`src/rtl/phseq_pkg.sv`:
```
// Package: shared state encoding and readout word geometry for the
// particle event sequencer. Field positions are fixed by the reader.
package phseq_pkg;

    localparam int PH_W    = 11;   // pulse height field width
    localparam int CHAN_FW = 4;    // channel number field width
    localparam int CHIP_FW = 4;    // chip address field width
    localparam int WORD_W  = 24;   // readout word width
    localparam logic [PH_W-1:0] PH_FULL = '1;  // full-scale code

    typedef enum logic [2:0] {
        S_IDLE,    // gates open, latches held clear
        S_CAPT,    // capture window running
        S_STROBE,  // gates closed, latches strobed
        S_JUDGE,   // coincidence decision sampled
        S_CONV,    // waiting for conversions
        S_READ,    // words being handed out
        S_DONE     // waiting for processor release
    } seq_state_t;

    // Assemble one readout word from its fields.
    function automatic logic [WORD_W-1:0] make_word(
        input logic               token,
        input logic [CHIP_FW-1:0] chip,
        input logic [CHAN_FW-1:0] chan,
        input logic               low_gain,
        input logic               ovf,
        input logic [PH_W-1:0]    ph
    );
        return {token, chip, chan, low_gain, 2'b00, ovf, ph};
    endfunction

endpackage

```
`src/rtl/phseq_window.sv`:
```
// Capture window timer.
// Counts the cycles spent in the capture state and flags the last one.
// Assumes WIN_CYC >= 2 and that run is high for consecutive cycles.
module phseq_window #(
    parameter int WIN_CYC = 16
) (
    input  logic clk,
    input  logic rst_n,
    input  logic run,
    output logic last
);
    localparam int CW = (WIN_CYC > 2) ? $clog2(WIN_CYC) : 1;
    localparam logic [CW-1:0] CNT_END = CW'(WIN_CYC - 1);

    logic [CW-1:0] cnt;

    // Count while running, restart from zero otherwise.
    always_ff @(posedge clk) begin
        if (!rst_n || !run) cnt <= '0;
        else                cnt <= cnt + 1'b1;
    end

    assign last = run && (cnt == CNT_END);

    // the counter never passes the end of the window.
    a_r2_window_bound: assert property (@(posedge clk) disable iff (!rst_n)
        run |-> (cnt <= CNT_END));

endmodule

```
`src/rtl/phseq_ctrl.sv`:
```
// Event sequencing state machine.
// Walks idle -> capture -> strobe -> judge -> conversion wait -> readout ->
// release wait, and drives gate, latch and interrupt lines from the state.
// Assumes the readout engine reports acceptance of the token word on last_acc.
module phseq_ctrl
    import phseq_pkg::*;
#(
    parameter int WIN_CYC = 16
) (
    input  logic clk,
    input  logic rst_n,
    input  logic lld_or,
    input  logic coinc_ok,
    input  logic conv_done,
    input  logic rd_done,
    input  logic last_acc,
    output logic gate_open,
    output logic latch_clr,
    output logic latch_strobe,
    output logic irq,
    output logic load,
    output logic read_en
);
    seq_state_t state, nxt;
    logic       win_last;

    phseq_window #(.WIN_CYC(WIN_CYC)) u_window (
        .clk   (clk),
        .rst_n (rst_n),
        .run   (state == S_CAPT),
        .last  (win_last)
    );

    // State register.
    always_ff @(posedge clk) begin
        if (!rst_n) state <= S_IDLE;
        else        state <= nxt;
    end

    // Next-state selection.
    always_comb begin
        nxt = state;
        unique case (state)
            S_IDLE:   if (lld_or)    nxt = S_CAPT;
            S_CAPT:   if (win_last)  nxt = S_STROBE;
            S_STROBE:                nxt = S_JUDGE;
            S_JUDGE:  nxt = coinc_ok ? S_CONV : S_IDLE;
            S_CONV:   if (conv_done) nxt = S_READ;
            S_READ:   if (last_acc)  nxt = S_DONE;
            S_DONE:   if (rd_done)   nxt = S_IDLE;
            default:                 nxt = S_IDLE;
        endcase
    end

    // Output decode from the registered state.
    always_comb begin
        gate_open    = (state == S_IDLE) || (state == S_CAPT);
        latch_clr    = (state == S_IDLE);
        latch_strobe = (state == S_STROBE);
        irq          = (state == S_READ) || (state == S_DONE);
        load         = (state == S_STROBE);
        read_en      = (state == S_READ);
    end

    // the strobe lasts one cycle and never overlaps open gates.
    a_r2_strobe_single: assert property (@(posedge clk) disable iff (!rst_n)
        latch_strobe |=> !latch_strobe);
    a_r2_strobe_gates_shut: assert property (@(posedge clk) disable iff (!rst_n)
        latch_strobe |-> !gate_open);
    // a rejected event leaves no interrupt behind.
    a_r3_reject_idle: assert property (@(posedge clk) disable iff (!rst_n)
        (state == S_JUDGE && !coinc_ok) |=> (gate_open && latch_clr && !irq));
    // the interrupt rises only after conversion completes.
    a_r4_irq_after_conv: assert property (@(posedge clk) disable iff (!rst_n)
        $rose(irq) |-> $past(conv_done));
    // the interrupt drops only on a processor release.
    a_r10_irq_release: assert property (@(posedge clk) disable iff (!rst_n)
        $fell(irq) |-> $past(rd_done));

endmodule

```
`src/rtl/phseq_scan.sv`:
```
// Sparse readout engine.
// Freezes the trigger pattern on load, then offers one formatted word per
// latched channel, lowest number first, choosing high or low gain per channel.
// Assumes pulse-height inputs are stable while read_en is high and NCH <= 16.
module phseq_scan
    import phseq_pkg::*;
#(
    parameter int NCH = 16
) (
    input  logic                 clk,
    input  logic                 rst_n,
    input  logic                 load,
    input  logic                 read_en,
    input  logic [NCH-1:0]       trig_lat,
    input  logic [NCH*PH_W-1:0]  hi_ph,
    input  logic [NCH*PH_W-1:0]  lo_ph,
    input  logic [CHIP_FW-1:0]   chip_id,
    input  logic                 out_ready,
    output logic                 out_valid,
    output logic [WORD_W-1:0]    out_word,
    output logic                 last_acc
);
    logic [NCH-1:0]     pending;
    logic               sent_last;
    logic [NCH-1:0]     sel_oh;
    logic               found;
    logic [CHAN_FW-1:0] sel_chan;
    logic [PH_W-1:0]    sel_ph;
    logic               sel_low;
    logic               sel_ovf;
    logic               token;
    logic               accept;

    logic [PH_W-1:0] ch_ph  [NCH];
    logic            ch_low [NCH];
    logic            ch_ovf [NCH];

    // Per-channel gain choice: low gain only when high gain is saturated.
    for (genvar g = 0; g < NCH; g++) begin : g_gain
        logic [PH_W-1:0] hv, lv;
        assign hv = hi_ph[g*PH_W +: PH_W];
        assign lv = lo_ph[g*PH_W +: PH_W];
        always_comb begin
            ch_low[g] = (hv == PH_FULL);
            ch_ph[g]  = ch_low[g] ? lv : hv;
            ch_ovf[g] = ch_low[g] && (lv == PH_FULL);
        end
    end

    // Lowest pending channel and its word fields.
    always_comb begin
        found    = 1'b0;
        sel_oh   = '0;
        sel_chan = '0;
        sel_ph   = '0;
        sel_low  = 1'b0;
        sel_ovf  = 1'b0;
        for (int i = 0; i < NCH; i++) begin
            if (pending[i] && !found) begin
                found     = 1'b1;
                sel_oh[i] = 1'b1;
                sel_chan  = CHAN_FW'(i);
                sel_ph    = ch_ph[i];
                sel_low   = ch_low[i];
                sel_ovf   = ch_ovf[i];
            end
        end
    end

    assign token     = ((pending & ~sel_oh) == '0);
    assign out_valid = read_en && !sent_last;
    assign out_word  = make_word(token, chip_id, sel_chan, sel_low, sel_ovf, sel_ph);
    assign accept    = out_valid && out_ready;
    assign last_acc  = accept && token;

    // Pending mask: capture at strobe, retire one channel per accepted word.
    always_ff @(posedge clk) begin
        if (!rst_n)      pending <= '0;
        else if (load)   pending <= trig_lat;
        else if (accept) pending <= pending & ~sel_oh;
    end

    // Marks that the token word has gone out for this event.
    always_ff @(posedge clk) begin
        if (!rst_n)        sent_last <= 1'b0;
        else if (load)     sent_last <= 1'b0;
        else if (last_acc) sent_last <= 1'b1;
    end

    // an offered word is held until it is taken.
    a_r5_word_hold: assert property (@(posedge clk) disable iff (!rst_n)
        (out_valid && !out_ready) |=> (out_valid && $stable(out_word)));
    // each non-final accepted word retires exactly one channel.
    a_r5_one_per_accept: assert property (@(posedge clk) disable iff (!rst_n)
        (accept && !token) |=> ($countones(pending) == $countones($past(pending)) - 1));
    // a high-gain word is never at full scale.
    a_r6_gain_choice: assert property (@(posedge clk) disable iff (!rst_n)
        (out_valid && !out_word[14]) |-> (out_word[PH_W-1:0] != PH_FULL));
    // nothing is offered after the token word is taken.
    a_r8_token_final: assert property (@(posedge clk) disable iff (!rst_n)
        last_acc |=> !out_valid);

endmodule

```
`src/rtl/phseq_top.sv`:
```
// Particle event capture and sparse readout sequencer, top level.
// Joins the event state machine with the sparse readout engine.
// Assumes NCH <= 16 so that channel numbers fit the 4-bit word field.
module phseq_top
    import phseq_pkg::*;
#(
    parameter int NCH     = 16,
    parameter int WIN_CYC = 16
) (
    input  logic                clk,
    input  logic                rst_n,
    input  logic                lld_or,
    input  logic [NCH-1:0]      trig_lat,
    input  logic                coinc_ok,
    input  logic                conv_done,
    input  logic [NCH*11-1:0]   hi_ph,
    input  logic [NCH*11-1:0]   lo_ph,
    input  logic [3:0]          chip_id,
    output logic                gate_open,
    output logic                latch_clr,
    output logic                latch_strobe,
    output logic                irq,
    output logic                out_valid,
    input  logic                out_ready,
    output logic [23:0]         out_word,
    input  logic                rd_done
);
    logic load, read_en, last_acc;

    phseq_ctrl #(.WIN_CYC(WIN_CYC)) u_ctrl (
        .clk          (clk),
        .rst_n        (rst_n),
        .lld_or       (lld_or),
        .coinc_ok     (coinc_ok),
        .conv_done    (conv_done),
        .rd_done      (rd_done),
        .last_acc     (last_acc),
        .gate_open    (gate_open),
        .latch_clr    (latch_clr),
        .latch_strobe (latch_strobe),
        .irq          (irq),
        .load         (load),
        .read_en      (read_en)
    );

    phseq_scan #(.NCH(NCH)) u_scan (
        .clk       (clk),
        .rst_n     (rst_n),
        .load      (load),
        .read_en   (read_en),
        .trig_lat  (trig_lat),
        .hi_ph     (hi_ph),
        .lo_ph     (lo_ph),
        .chip_id   (chip_id),
        .out_ready (out_ready),
        .out_valid (out_valid),
        .out_word  (out_word),
        .last_acc  (last_acc)
    );

    // the readout bus is silent whenever the gates are open.
    a_r1_quiet_when_open: assert property (@(posedge clk) disable iff (!rst_n)
        gate_open |-> (!out_valid && !irq));

endmodule

```
`config.mk`:
```
export PLATFORM = sky130hd
export DESIGN_NAME = phseq_top
export DESIGN_NICKNAME = d
export VERILOG_FILES = /design/src/rtl/phseq_pkg.sv /design/src/rtl/phseq_window.sv /design/src/rtl/phseq_ctrl.sv /design/src/rtl/phseq_scan.sv /design/src/rtl/phseq_top.sv
export SDC_FILE = /design/constraint.sdc
export NUM_CORES = 1
export LEC_CHECK = 0
export CAP_MARGIN = 15
export CORE_AREA = 2 2 160 162
export CTS_CLUSTER_DIAMETER = 200
export DETAILED_ROUTE_END_ITERATION = 8
export DIE_AREA = 0 0 162 164
export PLACE_DENSITY = 0.52
export SYNTH_ARGS = -nofsm -noshare
export SYNTH_HDL_FRONTEND = slang
export SYNTH_HIERARCHICAL = 1
export SYNTH_SLANG_ARGS = --single-unit
```
`constraint.sdc`:
```
create_clock -name clk -period 3.75 [get_ports clk]
set_clock_uncertainty 0.05 [all_clocks]
set_input_delay 0.5625 -clock clk [delete_from_list [all_inputs] [get_ports clk]]
set_output_delay 0.5625 -clock clk [all_outputs]
set_load 0.1 [all_outputs]
```
* Yosys cells after proc, flatten, opt, wreduce, memory -nomap -nowiden
Cells that the tools add are included.
** Storage, ports and cells
- Register bits :: 24
- Output and inout bits :: 29
- Input bits :: 379
** Operators by class
- Mux-type cells :: 118
- Add/sub/neg operators :: 1
- Eq/ne operators :: 44
- Bitwise gates (word level) :: 3
- Reduce and logical (&&, ||, !) cells :: 61
** Operators with widths (number)
- equality test 11 bit (second input constant) :: 32
- 2-to-1 mux 11 bit :: 32
- 2-to-1 mux 1 bit :: 63
- logical AND 1 bit :: 35
- 2-to-1 mux 16 bit :: 2
- 2-to-1 mux 4 bit :: 8
- 2-to-1 mux 3 bit :: 10
- one-hot mux 3 bit (7 select lines) :: 1
- zero test 1 bit :: 18
- AND 16 bit :: 1
- zero test 16 bit :: 1
- NOT 16 bit :: 1
- equality test 3 bit (second input constant) :: 3
- inequality test 2 bit (second input constant) :: 4
- equality test 3 x 2 -> 1 bit (second input constant) :: 2
- AND reduction 5 bit :: 1
- adder 4 x 1 -> 4 bit (second input constant) :: 1
- equality test 4 bit (second input constant) :: 1
- 2-to-1 mux 2 bit :: 2
- equality test 3 x 1 -> 1 bit (second input constant) :: 1
- zero test 3 bit :: 1
- logical OR 1 bit :: 3
- inequality test 2 x 1 -> 1 bit (second input constant) :: 1
- nonzero test 2 bit :: 1
- 2 further kinds :: 2

* Logic depth before layout (Yosys ltp)
- Depth in word-level cells :: 52
- Gate-level depth with buffers :: 13

* Hierarchy
Netlist, hierarchy kept.
** By module, submodules not included
- phseq_scan :: instances 1, cells an instance 811, area each 5079.9 µm², sequential area each 340.3 µm²
- phseq_ctrl :: instances 1, cells an instance 32, area each 279.0 µm², sequential area each 60.1 µm²
- phseq_window :: instances 1, cells an instance 15, area each 156.4 µm², sequential area each 80.1 µm²

* Least setup slack after synthesis
OpenSTA, ideal clock, no wires.
- Kind :: register to output
- Start :: reg u_scan.pending[1]
- End :: out out_word[1]
- Cell stages (with the launch flop) :: 10
- Buffers on the path :: 3
- Setup slack :: -586 ps
- Arrival :: 3723 ps
- Cell sequence :: dfxtp_1 > buf_6 > or4_1 > buf_4 > nor3b_2 > clkbuf_1 > o211ai_1 > and4_1 > a211o_1 > a21oi_1
** Between the ends
- Longest elaborated chain between the ends :: 44
- Elaborated cells between the ends (all ways) :: 58
- Classes of those cells :: 29 x mux; 29 x reduce/logical
** RTL lines
- start, declared :: RTL line phseq_scan.sv:23 : logic [NCH-1:0] pending;
- start signal, assigned :: RTL line phseq_scan.sv:79 : else if (load) pending <= trig_lat;
- start signal, assigned :: RTL line phseq_scan.sv:80 : else if (accept) pending <= pending & ~sel_oh;
- logical AND 1 bit (*) :: RTL line phseq_scan.sv:59 : if (pending[i] && !found) begin
- 2-to-1 mux 1 bit :: RTL line phseq_scan.sv:59
- zero test 1 bit :: RTL line phseq_scan.sv:59
- logical AND 1 bit :: RTL line phseq_scan.sv:59
- 2-to-1 mux 1 bit :: RTL line phseq_scan.sv:59
- zero test 1 bit :: RTL line phseq_scan.sv:59
- logical AND 1 bit :: RTL line phseq_scan.sv:59
- 2-to-1 mux 1 bit :: RTL line phseq_scan.sv:59
- (+28 left out)
- logical AND 1 bit :: RTL line phseq_scan.sv:59
- 2-to-1 mux 1 bit :: RTL line phseq_scan.sv:59
- zero test 1 bit :: RTL line phseq_scan.sv:59
- logical AND 1 bit :: RTL line phseq_scan.sv:59
- 2-to-1 mux 1 bit :: RTL line phseq_scan.sv:59
- zero test 1 bit :: RTL line phseq_scan.sv:59
- logical AND 1 bit :: RTL line phseq_scan.sv:59
- 2-to-1 mux 11 bit (*) :: RTL line phseq_scan.sv:59
- end, declared :: RTL line phseq_top.sv:25 : output logic [23:0] out_word,
Every way passes the cells marked *; elsewhere a longest branch is shown, timed or not.

* Final worst setup path
- Start :: in hi_ph[53]
- End :: out out_word[0]
** Between the ends
- Longest elaborated chain between the ends :: 14
** RTL lines
- start, declared :: RTL line phseq_top.sv:16 : input logic [NCH*11-1:0] hi_ph,
- equality test 11 bit :: RTL line phseq_scan.sv:44 : ch_low[g] = (hv == PH_FULL);
- 2-to-1 mux 11 bit :: RTL line phseq_scan.sv:45 : ch_ph[g] = ch_low[g] ? lv : hv;
- 2-to-1 mux 11 bit (12 in a row) :: RTL line phseq_scan.sv:59
No other way between the ends.

==> out/metrics.cfg <==
[outcome]
status=complete, no violations

[setup_path]
critPathLaunchType=primary input
crit_arrival_ps=3120
cp_cell_sequence=clkdlybuf4s50_1, inv_1, or4_4, buf_6, o211ai_1, o211ai_1, nor3_2, o21ai_1, a21o_1, buf_12
cp.required_ps=3140
cp_slowest_stage_delay_ps=580
worstSetupStartpoint=hi_ph[53]
cp_common_cell=o211ai_1
end_kind=primary output
crit_family=simple AND/OR/NAND/NOR gates
slowest_stage=or4_4
r2r_start=u_scan/pending[0]
path_class=primary input to primary output
crit_buf_inv=4
path_max_fanout=6

[die]
dieArea_mm2=0.0266
rows=58
num_io_pins=408
die_x_um=162
start_util=0.222
coreArea_mm2=0.0248
die_y_um=164

[global_routing]
antenna_found_initial=6
grt.total_usage=0.292
grt_max_degree=31
grt_overflow_total=0
grt_first_pass_wirelength_um=58600
grt_pass1_vias=9327

[power]
internal_power_mw=2.87
pwr_density_cell_mw_per_mm2=627
combPwrFrac=0.909
p_sw_frac=0.595
vdd_drop_max_uv=656
pwr-share-seq=0.056
clockPowerShare=0.035
power.switching_mw=4.22
power.leakage_nw=4.15
finalPower_mw=7.09

[route]
wl_met3_um=2970
first_iter_violations=823
ant_nets=0
dr_wl_met2_um=20300
highest_layer=met5
drt-total-wl_um=41600
wl_met1_um=17200
vias_per_cell=5.59
drcViolationCount=0
dr.pass1.iters=6
routedWlPerCell_um=24.7
num_vias=9424

[cells_and_area]
final_nets=1731
drive_above_1_share=0.187
fill_cells=2596
synthToLayoutAreaGrowth_pct=105

[hold_path]
min-delay-start=u_ctrl/u_window/cnt[0]
hp-class=flop to flop

[timing]
hold_violations=0
finalCritPeriodShare=0.994
worst_slew_pin_slew_ps=973
fin_hold_ws_ps=404
timing.final.ws_setup_ps=21.0
maxSlewViolCount=0
slew_headroom=0.349
fmax_mhz=268
min_period_ps=3730
setup_violations=0
rsz0062_at_grt=true

[logic_synthesis]
synth.area.top_cells=nand4_1, dfxtp_1, o21ai_0, o211ai_1, nand2_1
ys.flop_type=dfxtp_1
synth_top_cell_by_area=nand4_1
synth_area_mm2=0.00552
async_flop_share=0
yosysWarnings=6
synth_cells=858
synth-seq-cells=24
synth.top_cell.area_share=0.0930
synth_seq_area_share=0.0871
synth.avg_cell_area_um2=6.43
synth_edf_count=0
synth_cell_types=86

[placement]
dpl.hpwl_um=36500
io_buffers=397
preCtsSetupSlack_ps=-394
gp_congestion=0.992

[cts]
ctsHoldBuffers=0
cts_buffers=3
clkSlewWorstSetupHoldPaths_ps=60
clkLatencyLatePin_ps=250
root_buffer=clkbuf_16
htreeDepth=1
cts_tree=done
cts.sinks=24
cts_buffer_depth=2

[run]
max-cap-violations=0

Yosys cell counts, types with 7 or more instances:
master,n
nor2_1,41
and3_1,9
a31oi_1,7
nor3_1,17
nand4_1,82
mux2i_1,8
dfxtp_1,24
o211ai_1,54
and2_1,16
nand3_1,41
o22ai_1,8
o221ai_1,10
or4_1,20
o21ai_1,11
nand2_1,100
inv_1,12
clkbuf_1,45
nor4_1,25
or3_1,16
nor2b_1,10
mux2_2,8
buf_4,13
o21ai_0,94
o21a_1,7
a21oi_1,37
final timing paths:
kind	end	slack, ps	cells past startpoint
min	u_ctrl/u_window/cnt[0]	400	1
max reg2reg	u_ctrl/state[1]	420	11
min reg2reg	u_ctrl/u_window/cnt[0]	400	1
max	out_word[0]	20	10
timing repair:
item / in CTS / in global routing
setup buffers: 7 / 2
gates resized for setup: 57 / 30
hold endpoints to repair: 0 / 0
pin swaps: 25 / 25
setup endpoints to repair: 12 / 12
sequential cells by signal, indices dropped and copies added (netlist names):
register,flops
u_scan/pending,16
u_scan/sent_last,1
u_ctrl/u_window/cnt,4
u_ctrl/state,3
layout by cell type (no fill, tap or decap), drive strengths merged, types with 7 or more instances in the layout:
cell type,instances
and2,18
nor2,41
or3,17
mux2,8
or4,20
nor3,17
inv,13
buf,174
clkdlybuf4s50,344
a31oi,7
o211ai,54
mux2i,8
nor3b,7
nand4,82
o22ai,8
nand2,101
o21ai,106
dlygate4sd2,24
or2,7
o21a,7
nand3,41
and3,9
diode,7
nor4,31
nor2b,10
o221ai,10
a21boi,8
dfxtp,24
dlymetal6s2s,8
a21oi,38
kinds of logic (layout without fill, tap and decap cells):
family | count (synthesis) | after routing | share of synthesized area
and+or+nand+nor | 434 | 434 | 0.448
AOI/OAI and AO/OA | 302 | 302 | 0.360
buffers and inverters | 76 | 567 | 0.0640
DFF | 24 | 24 | 0.0871
muxes | 16 | 16 | 0.0309
adders and majority gates | 4 | 4 | 0.00794
other | 1 | 9 | 0.000680
xor gates and xnor gates | 1 | 1 | 0.00159
area by class of cell:
cell class              instances  area (um^2)  share of cell area
well taps                     330          413              0.0365
repair buffers                550         5300               0.469
flip-flops and latches         24          480              0.0425
multi-input cells             759         4960               0.439
clock buffers                   4         88.8             0.00786
inverters                      13         48.8             0.00432
diodes                          7         17.5             0.00155
worst register-to-register path: cells and delay by family (launching register included):
family,cells,cell delay (ps)
AOI/OAI and AO/OA,2,440
adders and majority gates,1,320
buffers and inverters,1,40
DFF,1,310
and+or+nand+nor,7,2050
per-layer routing:
| metal | vias up | global-route usage |
|---|---|---|
| met2 | 486 | 0.515 |
| met5 | - | 0 |
| li1 | 4430 | - |
| met1 | 4447 | 0.372 |
| met4 | 2 | 0.0905 |
| met3 | 59 | 0.0369 |
metrics by stage:
step / setup TNS (ps) / std cells / area, um^2 / util
after floorplan: -37.1 / 859 / 5550 / -
after global placement: -2230 / 1669 / 10900 / 0.440
after detailed placement: -2110 / 1669 / 10900 / 0.440
after CTS: -5.16 / 1679 / 11200 / 0.450
after global routing: -89.4 / 1685 / 11300 / 0.455
final: 0 / 1687 / 11300 / 0.455
power by group through the flow:
stage | Sequential [mW] | Combinational (mW) | Clock [mW]
finish | 0.397 | 6.45 | 0.248
global route | 0.413 | 6.66 | 0.266
CTS | 0.396 | 6.39 | 0.255
detailed placement | 0.400 | 6.25 | 0
global placement | 0.398 | 6.24 | 0
floorplan | 0.348 | 3.61 | 0
Note: power is estimated with default switching activity, not from simulation.
